## config.mk

```make
export PLATFORM = sky130hd
export DESIGN_NAME = hpx_seq
export DESIGN_NICKNAME = d
export VERILOG_FILES = /design/src/rtl/hpx_pkg.sv /design/src/rtl/hpx_int_sync.sv /design/src/rtl/hpx_out_track.sv /design/src/rtl/hpx_in_capture.sv /design/src/rtl/hpx_ctrl.sv /design/src/rtl/hpx_seq.sv
export SDC_FILE = /design/constraint.sdc
export NUM_CORES = 1
export LEC_CHECK = 0
export ABC_AREA = 1
export BUFFER_PORTS_ARGS = -buffer_cell sky130_fd_sc_hd__buf_4
export CORE_ASPECT_RATIO = 0.5
export CORE_MARGIN = 10
export CORE_UTILIZATION = 40
export DETAILED_ROUTE_END_ITERATION = 10
export PLACE_DENSITY = 0.65
export SYNTH_ARGS = -nofsm -noshare
export SYNTH_HDL_FRONTEND = slang
export SYNTH_SLANG_ARGS = --single-unit
```

## constraint.sdc

```tcl
create_clock -name clk -period 4.3 [get_ports clk]
set_input_delay 0.215 -clock clk [delete_from_list [all_inputs] [get_ports clk]]
set_output_delay 0.215 -clock clk [all_outputs]
set_load 0.05 [all_outputs]
```

## src/rtl/hpx_pkg.sv

```systemverilog
package hpx_pkg;
  // signals per slot in each direction
  localparam int SIGS_PER_SLOT = 4;

  // bit offsets inside a slot nibble (outputs)
  localparam int OB_ATTN_IND = 0;
  localparam int OB_PWR_IND  = 1;
  localparam int OB_PWR_CTL  = 2;
  localparam int OB_INTERLK  = 3;
  // bit offsets inside a slot nibble (inputs)
  localparam int IB_ATTN_BTN = 0;
  localparam int IB_PRESENT  = 1;
  localparam int IB_MRL      = 2;
  localparam int IB_PWR_FLT  = 3;

  typedef enum logic [1:0] {
    ST_IDLE  = 2'd0,
    ST_BUSY  = 2'd1,
    ST_RETRY = 2'd2
  } hpx_state_e;

  function automatic int img_bytes(input int bits);
    return (bits + 7) / 8;
  endfunction
endpackage

```

## src/rtl/hpx_int_sync.sv

```systemverilog
module hpx_int_sync #(
  parameter int STAGES = 2
) (
  input  logic clk,
  input  logic rst_n,
  input  logic int_n,
  output logic int_act
);
  logic [STAGES-1:0] sr;

  always_ff @(posedge clk or negedge rst_n) begin
    if (!rst_n) sr <= '1;
    else        sr <= {sr[STAGES-2:0], int_n};
  end

  assign int_act = ~sr[STAGES-1];

  // the synchronized level may only report what the pin showed STAGES edges back
  assert_sync_delay_R5: assert property (@(posedge clk) disable iff (!rst_n)
    int_act |-> !$past(int_n, 2));
endmodule

```

## src/rtl/hpx_out_track.sv

```systemverilog
module hpx_out_track #(
  parameter int NUM_SLOTS = 15,
  localparam int IMG_W = NUM_SLOTS * hpx_pkg::SIGS_PER_SLOT
) (
  input  logic             clk,
  input  logic             rst_n,
  input  logic             start,
  input  logic             issue_wr,
  input  logic [IMG_W-1:0] hp_out,
  output logic             wr_need,
  output logic [IMG_W-1:0] img
);
  localparam int SW = hpx_pkg::SIGS_PER_SLOT;

  logic                 force_wr;
  logic [NUM_SLOTS-1:0] slot_dirty;

  // per-slot compare of live outputs against the image last handed to the bus
  for (genvar s = 0; s < NUM_SLOTS; s++) begin : g_slot
    assign slot_dirty[s] = |(hp_out[s*SW +: SW] ^ img[s*SW +: SW]);
  end

  always_ff @(posedge clk or negedge rst_n) begin
    if (!rst_n) begin
      force_wr <= 1'b0;
      img      <= '0;
    end else begin
      if (start)    force_wr <= 1'b1;
      if (issue_wr) begin
        force_wr <= 1'b0;
        img      <= hp_out;
      end
    end
  end

  assign wr_need = force_wr | (|slot_dirty);

  // with nothing owed and the outputs left untouched, no write may appear
  assert_quiet_R3: assert property (@(posedge clk) disable iff (!rst_n)
    (!wr_need && !start) |=> ($stable(hp_out) ? !wr_need : 1'b1));
endmodule

```

## src/rtl/hpx_in_capture.sv

```systemverilog
module hpx_in_capture #(
  parameter int IMG_W = 60
) (
  input  logic             clk,
  input  logic             rst_n,
  input  logic             rd_ok,
  input  logic [IMG_W-1:0] rdata,
  output logic [IMG_W-1:0] hp_in,
  output logic [IMG_W-1:0] hp_in_chg,
  output logic             hp_in_valid
);
  function automatic logic [IMG_W-1:0] delta(input logic [IMG_W-1:0] was,
                                             input logic [IMG_W-1:0] now);
    return was ^ now;
  endfunction

  always_ff @(posedge clk or negedge rst_n) begin
    if (!rst_n) begin
      hp_in       <= '0;
      hp_in_chg   <= '0;
      hp_in_valid <= 1'b0;
    end else begin
      hp_in_valid <= rd_ok;
      hp_in_chg   <= rd_ok ? delta(hp_in, rdata) : '0;
      if (rd_ok) hp_in <= rdata;
    end
  end

  assert_chg_quiet_R7: assert property (@(posedge clk) disable iff (!rst_n)
    !hp_in_valid |-> (hp_in_chg == '0));
  assert_in_hold_R7: assert property (@(posedge clk) disable iff (!rst_n)
    !rd_ok |=> $stable(hp_in));
endmodule

```

## src/rtl/hpx_ctrl.sv

```systemverilog
module hpx_ctrl
  import hpx_pkg::*;
#(
  parameter int MAX_RETRY = 3,
  localparam int RW = $clog2(MAX_RETRY + 1)
) (
  input  logic clk,
  input  logic rst_n,
  input  logic cfg_done,
  input  logic wr_need,
  input  logic int_act,
  input  logic smb_done,
  input  logic smb_err,
  output logic smb_req,
  output logic op_rd,
  output logic ev_start,
  output logic ev_issue_wr,
  output logic ev_issue_rd,
  output logic ev_rd_ok,
  output logic ev_give_up,
  output logic xfer_fail
);
  hpx_state_e    state;
  logic          started;
  logic          force_rd;
  logic [RW-1:0] retry_cnt;
  logic          fin_ok, fin_bad, last_try;

  assign ev_start    = cfg_done && !started;
  assign ev_issue_wr = (state == ST_IDLE) && started && wr_need;
  assign ev_issue_rd = (state == ST_IDLE) && started && !wr_need && (force_rd || int_act);
  assign fin_ok      = (state == ST_BUSY) && smb_done && !smb_err;
  assign fin_bad     = (state == ST_BUSY) && smb_done && smb_err;
  assign last_try    = (retry_cnt == RW'(MAX_RETRY));
  assign ev_rd_ok    = fin_ok && op_rd;
  assign ev_give_up  = fin_bad && last_try;
  assign smb_req     = (state == ST_BUSY);

  always_ff @(posedge clk or negedge rst_n) begin
    if (!rst_n) begin
      state     <= ST_IDLE;
      started   <= 1'b0;
      force_rd  <= 1'b0;
      op_rd     <= 1'b0;
      retry_cnt <= '0;
      xfer_fail <= 1'b0;
    end else begin
      if (ev_start) begin
        started  <= 1'b1;
        force_rd <= 1'b1;
      end
      unique case (state)
        ST_IDLE: begin
          if (ev_issue_wr) begin
            state <= ST_BUSY;
            op_rd <= 1'b0;
          end else if (ev_issue_rd) begin
            state    <= ST_BUSY;
            op_rd    <= 1'b1;
            force_rd <= 1'b0;
          end
        end
        ST_BUSY: begin
          if (fin_ok) begin
            state     <= ST_IDLE;
            retry_cnt <= '0;
          end else if (ev_give_up) begin
            state     <= ST_IDLE;
            retry_cnt <= '0;
            xfer_fail <= 1'b1;
          end else if (fin_bad) begin
            state     <= ST_RETRY;
            retry_cnt <= retry_cnt + 1'b1;
          end
        end
        ST_RETRY: state <= ST_BUSY;
        default:  state <= ST_IDLE;
      endcase
    end
  end

  assert_no_early_R1: assert property (@(posedge clk) disable iff (!rst_n)
    !started |-> !smb_req);
  assert_req_hold_R9: assert property (@(posedge clk) disable iff (!rst_n)
    (smb_req && !smb_done) |=> (smb_req && $stable(op_rd)));
  assert_write_first_R6: assert property (@(posedge clk) disable iff (!rst_n)
    ((state == ST_IDLE) && started && wr_need) |=> (smb_req && !op_rd));
  assert_retry_same_R8: assert property (@(posedge clk) disable iff (!rst_n)
    (state == ST_RETRY) |=> (smb_req && $stable(op_rd)));
  assert_give_up_R8: assert property (@(posedge clk) disable iff (!rst_n)
    ev_give_up |=> (xfer_fail && !smb_req));
  assert_fail_sticky_R8: assert property (@(posedge clk) disable iff (!rst_n)
    xfer_fail |=> xfer_fail);
endmodule

```

## src/rtl/hpx_seq.sv

```systemverilog
module hpx_seq
  import hpx_pkg::*;
#(
  parameter  int NUM_SLOTS   = 15,
  parameter  int MAX_RETRY   = 3,
  parameter  int SYNC_STAGES = 2,
  localparam int IMG_W       = NUM_SLOTS * SIGS_PER_SLOT,
  localparam int NBYTES      = img_bytes(IMG_W),
  localparam int LEN_W       = $clog2(NBYTES + 1)
) (
  input  logic             clk,
  input  logic             rst_n,
  input  logic             cfg_done,
  input  logic [IMG_W-1:0] hp_out,
  input  logic             exp_int_n,
  output logic [IMG_W-1:0] hp_in,
  output logic [IMG_W-1:0] hp_in_chg,
  output logic             hp_in_valid,
  output logic             smb_req,
  output logic             smb_rd,
  output logic [LEN_W-1:0] smb_len,
  output logic [IMG_W-1:0] smb_wdata,
  input  logic             smb_done,
  input  logic             smb_err,
  input  logic [IMG_W-1:0] smb_rdata,
  output logic             xfer_fail
);
  // named internal events
  logic int_act;
  logic wr_need;
  logic ev_start, ev_issue_wr, ev_issue_rd, ev_rd_ok, ev_give_up;

  hpx_int_sync #(.STAGES(SYNC_STAGES)) u_sync (
    .clk     (clk),
    .rst_n   (rst_n),
    .int_n   (exp_int_n),
    .int_act (int_act)
  );

  hpx_out_track #(.NUM_SLOTS(NUM_SLOTS)) u_track (
    .clk      (clk),
    .rst_n    (rst_n),
    .start    (ev_start),
    .issue_wr (ev_issue_wr),
    .hp_out   (hp_out),
    .wr_need  (wr_need),
    .img      (smb_wdata)
  );

  hpx_ctrl #(.MAX_RETRY(MAX_RETRY)) u_ctrl (
    .clk         (clk),
    .rst_n       (rst_n),
    .cfg_done    (cfg_done),
    .wr_need     (wr_need),
    .int_act     (int_act),
    .smb_done    (smb_done),
    .smb_err     (smb_err),
    .smb_req     (smb_req),
    .op_rd       (smb_rd),
    .ev_start    (ev_start),
    .ev_issue_wr (ev_issue_wr),
    .ev_issue_rd (ev_issue_rd),
    .ev_rd_ok    (ev_rd_ok),
    .ev_give_up  (ev_give_up),
    .xfer_fail   (xfer_fail)
  );

  hpx_in_capture #(.IMG_W(IMG_W)) u_cap (
    .clk         (clk),
    .rst_n       (rst_n),
    .rd_ok       (ev_rd_ok),
    .rdata       (smb_rdata),
    .hp_in       (hp_in),
    .hp_in_chg   (hp_in_chg),
    .hp_in_valid (hp_in_valid)
  );

  assign smb_len = LEN_W'(NBYTES);

  assert_wdata_stable_R9: assert property (@(posedge clk) disable iff (!rst_n)
    (smb_req && !smb_done) |=> $stable(smb_wdata));
  assert_valid_pulse_R7: assert property (@(posedge clk) disable iff (!rst_n)
    hp_in_valid |=> !hp_in_valid);
  assert_read_issue_R5: assert property (@(posedge clk) disable iff (!rst_n)
    ev_issue_rd |-> !$past(ev_issue_rd));
endmodule

```

### Word-level counts from Yosys, hierarchy flattened

Cells that the tools add are included.

* add/subtract/negate cells: 1
* reductions and logical operators: 23
* mux-type cells: 18
* bitwise gates (word level): 19
* equal/unequal tests: 5

Operator list (number)
* $mux W60: 1
* $reduce_or A60 Y1: 1
* $xor A4 B4 Y4: 15
* $xor A60 B60 Y60: 1
* $mux W2: 8
* $logic_and A1 B1 Y1: 10
* $mux W1: 8
* $pmux W2 S3: 1
* $reduce_and A2 Y1: 3
* $eq A2 B2 Y1 const B: 2
* $ne A4 B1 Y1 const B: 1
* $reduce_bool A2 Y1: 2
* $logic_not A1 Y1: 3
* $ne A3 B3 Y1 const B: 1
* $reduce_and A3 Y1: 1
* $reduce_bool A3 Y1: 1
* $add A2 B1 Y2 const B: 1
* $eq A2 B1 Y1 const B: 1
* $logic_not A2 Y1: 1
* $not A1 Y1: 2
* $logic_or A1 B1 Y1: 1
* $or A1 B1 Y1: 1

* bits in registers: 192
* logic and storage cells: 78
* output and inout bits: 188
* bits of input ports: 126

### Logic depth before layout (Yosys ltp)

* depth in word-level cells: 9
* gate-level depth with buffers: 14
* mapped depth without buffers: 13

### By module

From an unflattened synthesis, not the netlist that was laid out.

* cells, all modules: 1147
* area total of the unflattened synthesis: 8755.9 µm²

By module, submodules not included
* hpx_in_capture: sequential area each 3027.9 µm², cells an instance 561, instances 1, area an instance 4874.7 µm²
* hpx_out_track: sequential area each 1526.5 µm², cells an instance 528, instances 1, area an instance 3393.3 µm²
* hpx_ctrl: sequential area each 200.2 µm², cells an instance 49, instances 1, area an instance 394.1 µm²
* hpx_int_sync: sequential area each 52.6 µm², cells an instance 3, instances 1, area an instance 56.3 µm²
* hpx_seq: sequential area each 0.0 µm², cells an instance 6, instances 1, area an instance 37.5 µm²

### Worst setup path before layout

No wires, ideal clock.

* path type: reg-to-reg
* from: reg u_ctrl.state[1]
* to: reg u_cap.hp_in[15]
* clock period less this slack: 2196 ps
* buffers on the path: 2
* setup time: 118 ps
* data required time: 4182 ps
* path slack: 2104 ps
* stages on the path, launching flop included: 9
* data arrival time: 2078 ps
* cell sequence: dfrtp_1 nor2_1 nand2_1 nor2_1 nand2_1 buf_2 buf_2 nand2_1 nand2_1

* word-level cells in the longest chain between the ends: 4

Ends and longest elaborated chain
* from (decl): line hpx_ctrl.sv:23 `hpx_state_e state;`
* from (signal assigned): line hpx_ctrl.sv:41 `state <= ST_IDLE;`
* from (signal assigned): line hpx_ctrl.sv:55 `state <= ST_BUSY;`
* from (signal assigned): line hpx_ctrl.sv:58 `state <= ST_BUSY;`
* $eq A2 B1 Y1
* via smb_req: line hpx_seq.sv:19 `output logic smb_req,`
* $logic_and A1 B1 Y1 (2 in series): line hpx_ctrl.sv:32 `assign fin_ok = (state == ST_BUSY) && smb_done && !smb_err;`
* $logic_and A1 B1 Y1: line hpx_ctrl.sv:35 `assign ev_rd_ok = fin_ok && op_rd;`
* to (signal assigned): line hpx_in_capture.sv:25 `if (rd_ok) hp_in <= rdata;`
* to (decl): line hpx_in_capture.sv:8 `output logic [IMG_W-1:0] hp_in,`

The timed path passes the listed nets, and every way through them passes these cells.
A chain may end at the register's enable or synchronous reset.

### Final worst setup path

* from: reg u_ctrl.state[1]
* to: reg u_cap.hp_in[49]

* word-level cells in the longest chain between the ends: 4

Ends and longest elaborated chain (line)
* $eq A2 B1 Y1: hpx_ctrl.sv:32
* $logic_and A1 B1 Y1 (2 in series): hpx_ctrl.sv:32
* $logic_and A1 B1 Y1: hpx_ctrl.sv:35

Every way passes these cells.

==> flow_metrics.env <==
export IMPL_port_buffers=309
export IMPL_layout_setup_ws_ns=1.67
export IMPL_cts_made_buffers=17
export IMPL_antenna_found_initial=2
export IMPL_post_cts_buffers=0
export IMPL_dieArea_um2=27700
export IMPL_tightestPinTransition_ns=1.07
export IMPL_synth_edf_count=0
export IMPL_yosysMostFrequentCell="nand2_1"
export IMPL_firstDrtPassIters=4
export IMPL_synthArstFlopShare_pct=100
export IMPL_synth_area_leader_cell="dfrtp_1"
export IMPL_grt_use_total_pct=18.8
export IMPL_cp_top_family="simple AND/OR/NAND/NOR gates"
export IMPL_wl_per_cell_um=15.7
export IMPL_ys_top_cells_by_area="dfrtp_1 (56%), nand2_1 (18%), xnor2_1 (6.3%), inv_1 (4.7%), nor2_1 (4.6%)"
export IMPL_comb_power_share_pct=52.5
export IMPL_crit_slowest_cell="inv_2"
export IMPL_syn_area_per_cell_um2=8.37
export IMPL_powerDensity_nw_per_um2=778
export IMPL_start_kind="register"
export IMPL_vias=7450
export IMPL_netlist_area_um2=8450
export IMPL_switching_share_pct=50.3
export IMPL_synth_common_cells="nand2_1 (413), dfrtp_1 (190), inv_1 (106)"
export IMPL_crit_arrival_ns=2.99
export IMPL_htree_levels=4
export IMPL_finalWirelength_mm=26.2
export IMPL_place_area_um2=10900
export IMPL_period_share_pct=61.1
export IMPL_grt_first_pass_wirelength_mm=41.5
export IMPL_fin_area_um2=12100
export IMPL_setup_viol=0
export IMPL_root_buffer="clkbuf_16"
export IMPL_pin_count=314
export IMPL_grt_max_degree=116
export IMPL_fin_worst_skew_ns=0.0142
export IMPL_slew_limit_headroom_pct=28.8
export IMPL_vdd_drop_max_uv=324
export IMPL_path_clk_slew_ns=0.07
export IMPL_cts_buffer_depth=2
export IMPL_postRouteAntennaNets=0
export IMPL_rsz0062_at_grt="no"
export IMPL_synthCells=1009
export IMPL_cp_max_fo=61
export IMPL_max_freq_ghz=0.380
export IMPL_overflow=0
export IMPL_path_buf_inv=1
export IMPL_synth_seq_cells=192
export IMPL_cts_tree="done"
export IMPL_crit_path_end_kind="register"
export IMPL_pwr_share_clk_pct=15.6
export IMPL_whs_ns=0.0220
export IMPL_tns_ns=0
export IMPL_sequentialPowerShare_pct=31.9
export IMPL_cts_hold_buf=66
export IMPL_slew_violations=0
export IMPL_fp_dieW_um=226
export IMPL_cpPeakStageDelay_ns=0.93
export IMPL_layout_min_cycle_time_ns=2.63
export IMPL_drc=0
export IMPL_cpMostUsedCell="nand2_1"
export IMPL_clock_latency_ns=0.44
export IMPL_synthToLayoutAreaGrowth_pct=43.7
export IMPL_nets=1501
export IMPL_cts_resized=0
export IMPL_drive_gt1_share_pct=26.2
export IMPL_drt_iter0_drc=483
export IMPL_ys_flop_type="dfrtp_1"
export IMPL_hpwl_mm=19.4
export IMPL_hold_viol_final=0
export IMPL_p_int_w=0.00470
export IMPL_dieHeight_um=123
export IMPL_synth_cell_types=29
export IMPL_leakage_nw=6.66
export IMPL_synth_top_area_share_pct=56.3
export IMPL_ys_warnings_count=0
export IMPL_critPathKind="register to register"
export IMPL_clock_sinks=192
export IMPL_status="finished clean"
export IMPL_hp_class="input port to register"
export IMPL_core_area_um2=20600
export IMPL_viasPerCell=4.48
export IMPL_p_switching_w=0.00474
export IMPL_place_inst=1562
export IMPL_dpl_worst_slack_ns=1.65
export IMPL_path_cells="nor2_1 -> nand2_1 -> nor2_1 -> nand2_4 -> inv_2 -> nand2_1 -> nand2_1"
export IMPL_yosysSeqAreaShare_pct=56.9
export IMPL_fin_cells=1662
export IMPL_gp_congestion=0.826
export IMPL_required_ns=4.67
export IMPL_cap_violations=0
export IMPL_grt_pass1_vias=7596
export IMPL_num_rows=37
export IMPL_initial_core_util_pct=40.9
==> metrics by stage <==
stage	util (%)	total power, W
floorplan	-	0.00641
global placement	53.0	0.00789
detailed placement	53.0	0.00798
CTS	58.8	0.00954
global route	58.8	0.0100
finish	58.8	0.00944
==> worst reg2reg max path, stage by stage, from the launching register on <==
cell	delay, ns
dfrtp_1	0.39
nor2_1	0.18
nand2_1	0.13
nor2_1	0.26
nand2_4	0.37
inv_2	0.96
nand2_1	0.15
nand2_1	0.13
==> flip-flops by register name (all words and copies together), names as in the netlist <==
| name | flops |
|---|---|
| u_ctrl.started | 1 |
| u_ctrl.retry_cnt | 2 |
| u_ctrl.force_rd | 1 |
| u_ctrl.op_rd | 1 |
| u_ctrl.xfer_fail | 1 |
| u_ctrl.state | 2 |
| u_cap.hp_in_valid | 1 |
| u_track.force_wr | 1 |
| u_cap.hp_in | 60 |
| u_sync.sr | 2 |
| u_cap.hp_in_chg | 60 |
| u_track.img | 60 |
==> routing by layer <==
metal	track usage, %	vias up	part of all wire (%)
li1	-	3730	-
met1	21.8	3524	40
met2	34.2	170	53
met3	4.50	26	4.8
met4	5.70	0	1.8
met5	0	-	0
==> power groups by stage <==
stage / combinational (W) / clock (W) / sequential [W]
final: 0.00496 / 0.00148 / 0.00301
after global routing: 0.00532 / 0.00160 / 0.00311
after CTS: 0.00501 / 0.00152 / 0.00301
after detailed placement: 0.00495 / 0 / 0.00303
after global placement: 0.00488 / 0 / 0.00301
after floorplan: 0.00145 / 0 / 0.00496
==> worst paths after layout <==
check | startpoint | endpoint | slack [ns] | cells past startpoint
worst max-delay path | u_ctrl.state[1] | u_cap.hp_in[49] | 1.67 | 7
worst min-delay path | hp_out[35] | u_track.img[35] | 0.02 | 3
worst max register to register | u_ctrl.state[1] | u_cap.hp_in[49] | 1.67 | 7
worst min register to register | u_sync.sr[0] | u_sync.sr[1] | 0.36 | 0
max in group asynchronous | rst_n | u_cap.hp_in[10] | 2.71 | 3
min in group asynchronous | rst_n | u_cap.hp_in_chg[53] | 0.50 | 2
==> cell families (layout without fill, tap and decap cells) <==
group / after synthesis / after routing / share of synthesized area (%)
AOI/OAI and AO/OA: 80 / 80 / 5.33
xor gates and xnor gates: 61 / 61 / 6.32
adders and majority gates: 1 / 1 / 0.148
buffers and inverters: 147 / 523 / 7.61
DFF: 192 / 192 / 56.9
other: 2 / 6 / 0.0889
and+or+nand+nor: 526 / 526 / 23.6
==> layout by cell type (no fill, tap or decap), types with 3 or more instances in the layout <==
master	n
o21ai_2	10
dfrtp_1	190
o21ai_0	38
clkbuf_16	17
clkinv_2	4
xnor2_1	61
clkinvlp_4	3
o21ai_1	26
clkbuf_1	4
conb_1	4
nor2_1	104
nand2_1	412
inv_2	6
nand3_1	3
inv_1	106
dlygate4sd3_1	66
buf_4	312
clkbuf_8	3
==> layout make-up <==
class	count	area [µm²]
timing repair buffer	379	3020
sequential	192	4810
clock inverter	9	60.1
clock buffer	23	468
antenna	2	5.00
tap	273	342
fill	1813	8510
inverter	112	420
multi-input combinational	672	3020
Power figures use the tool's default switching activity.
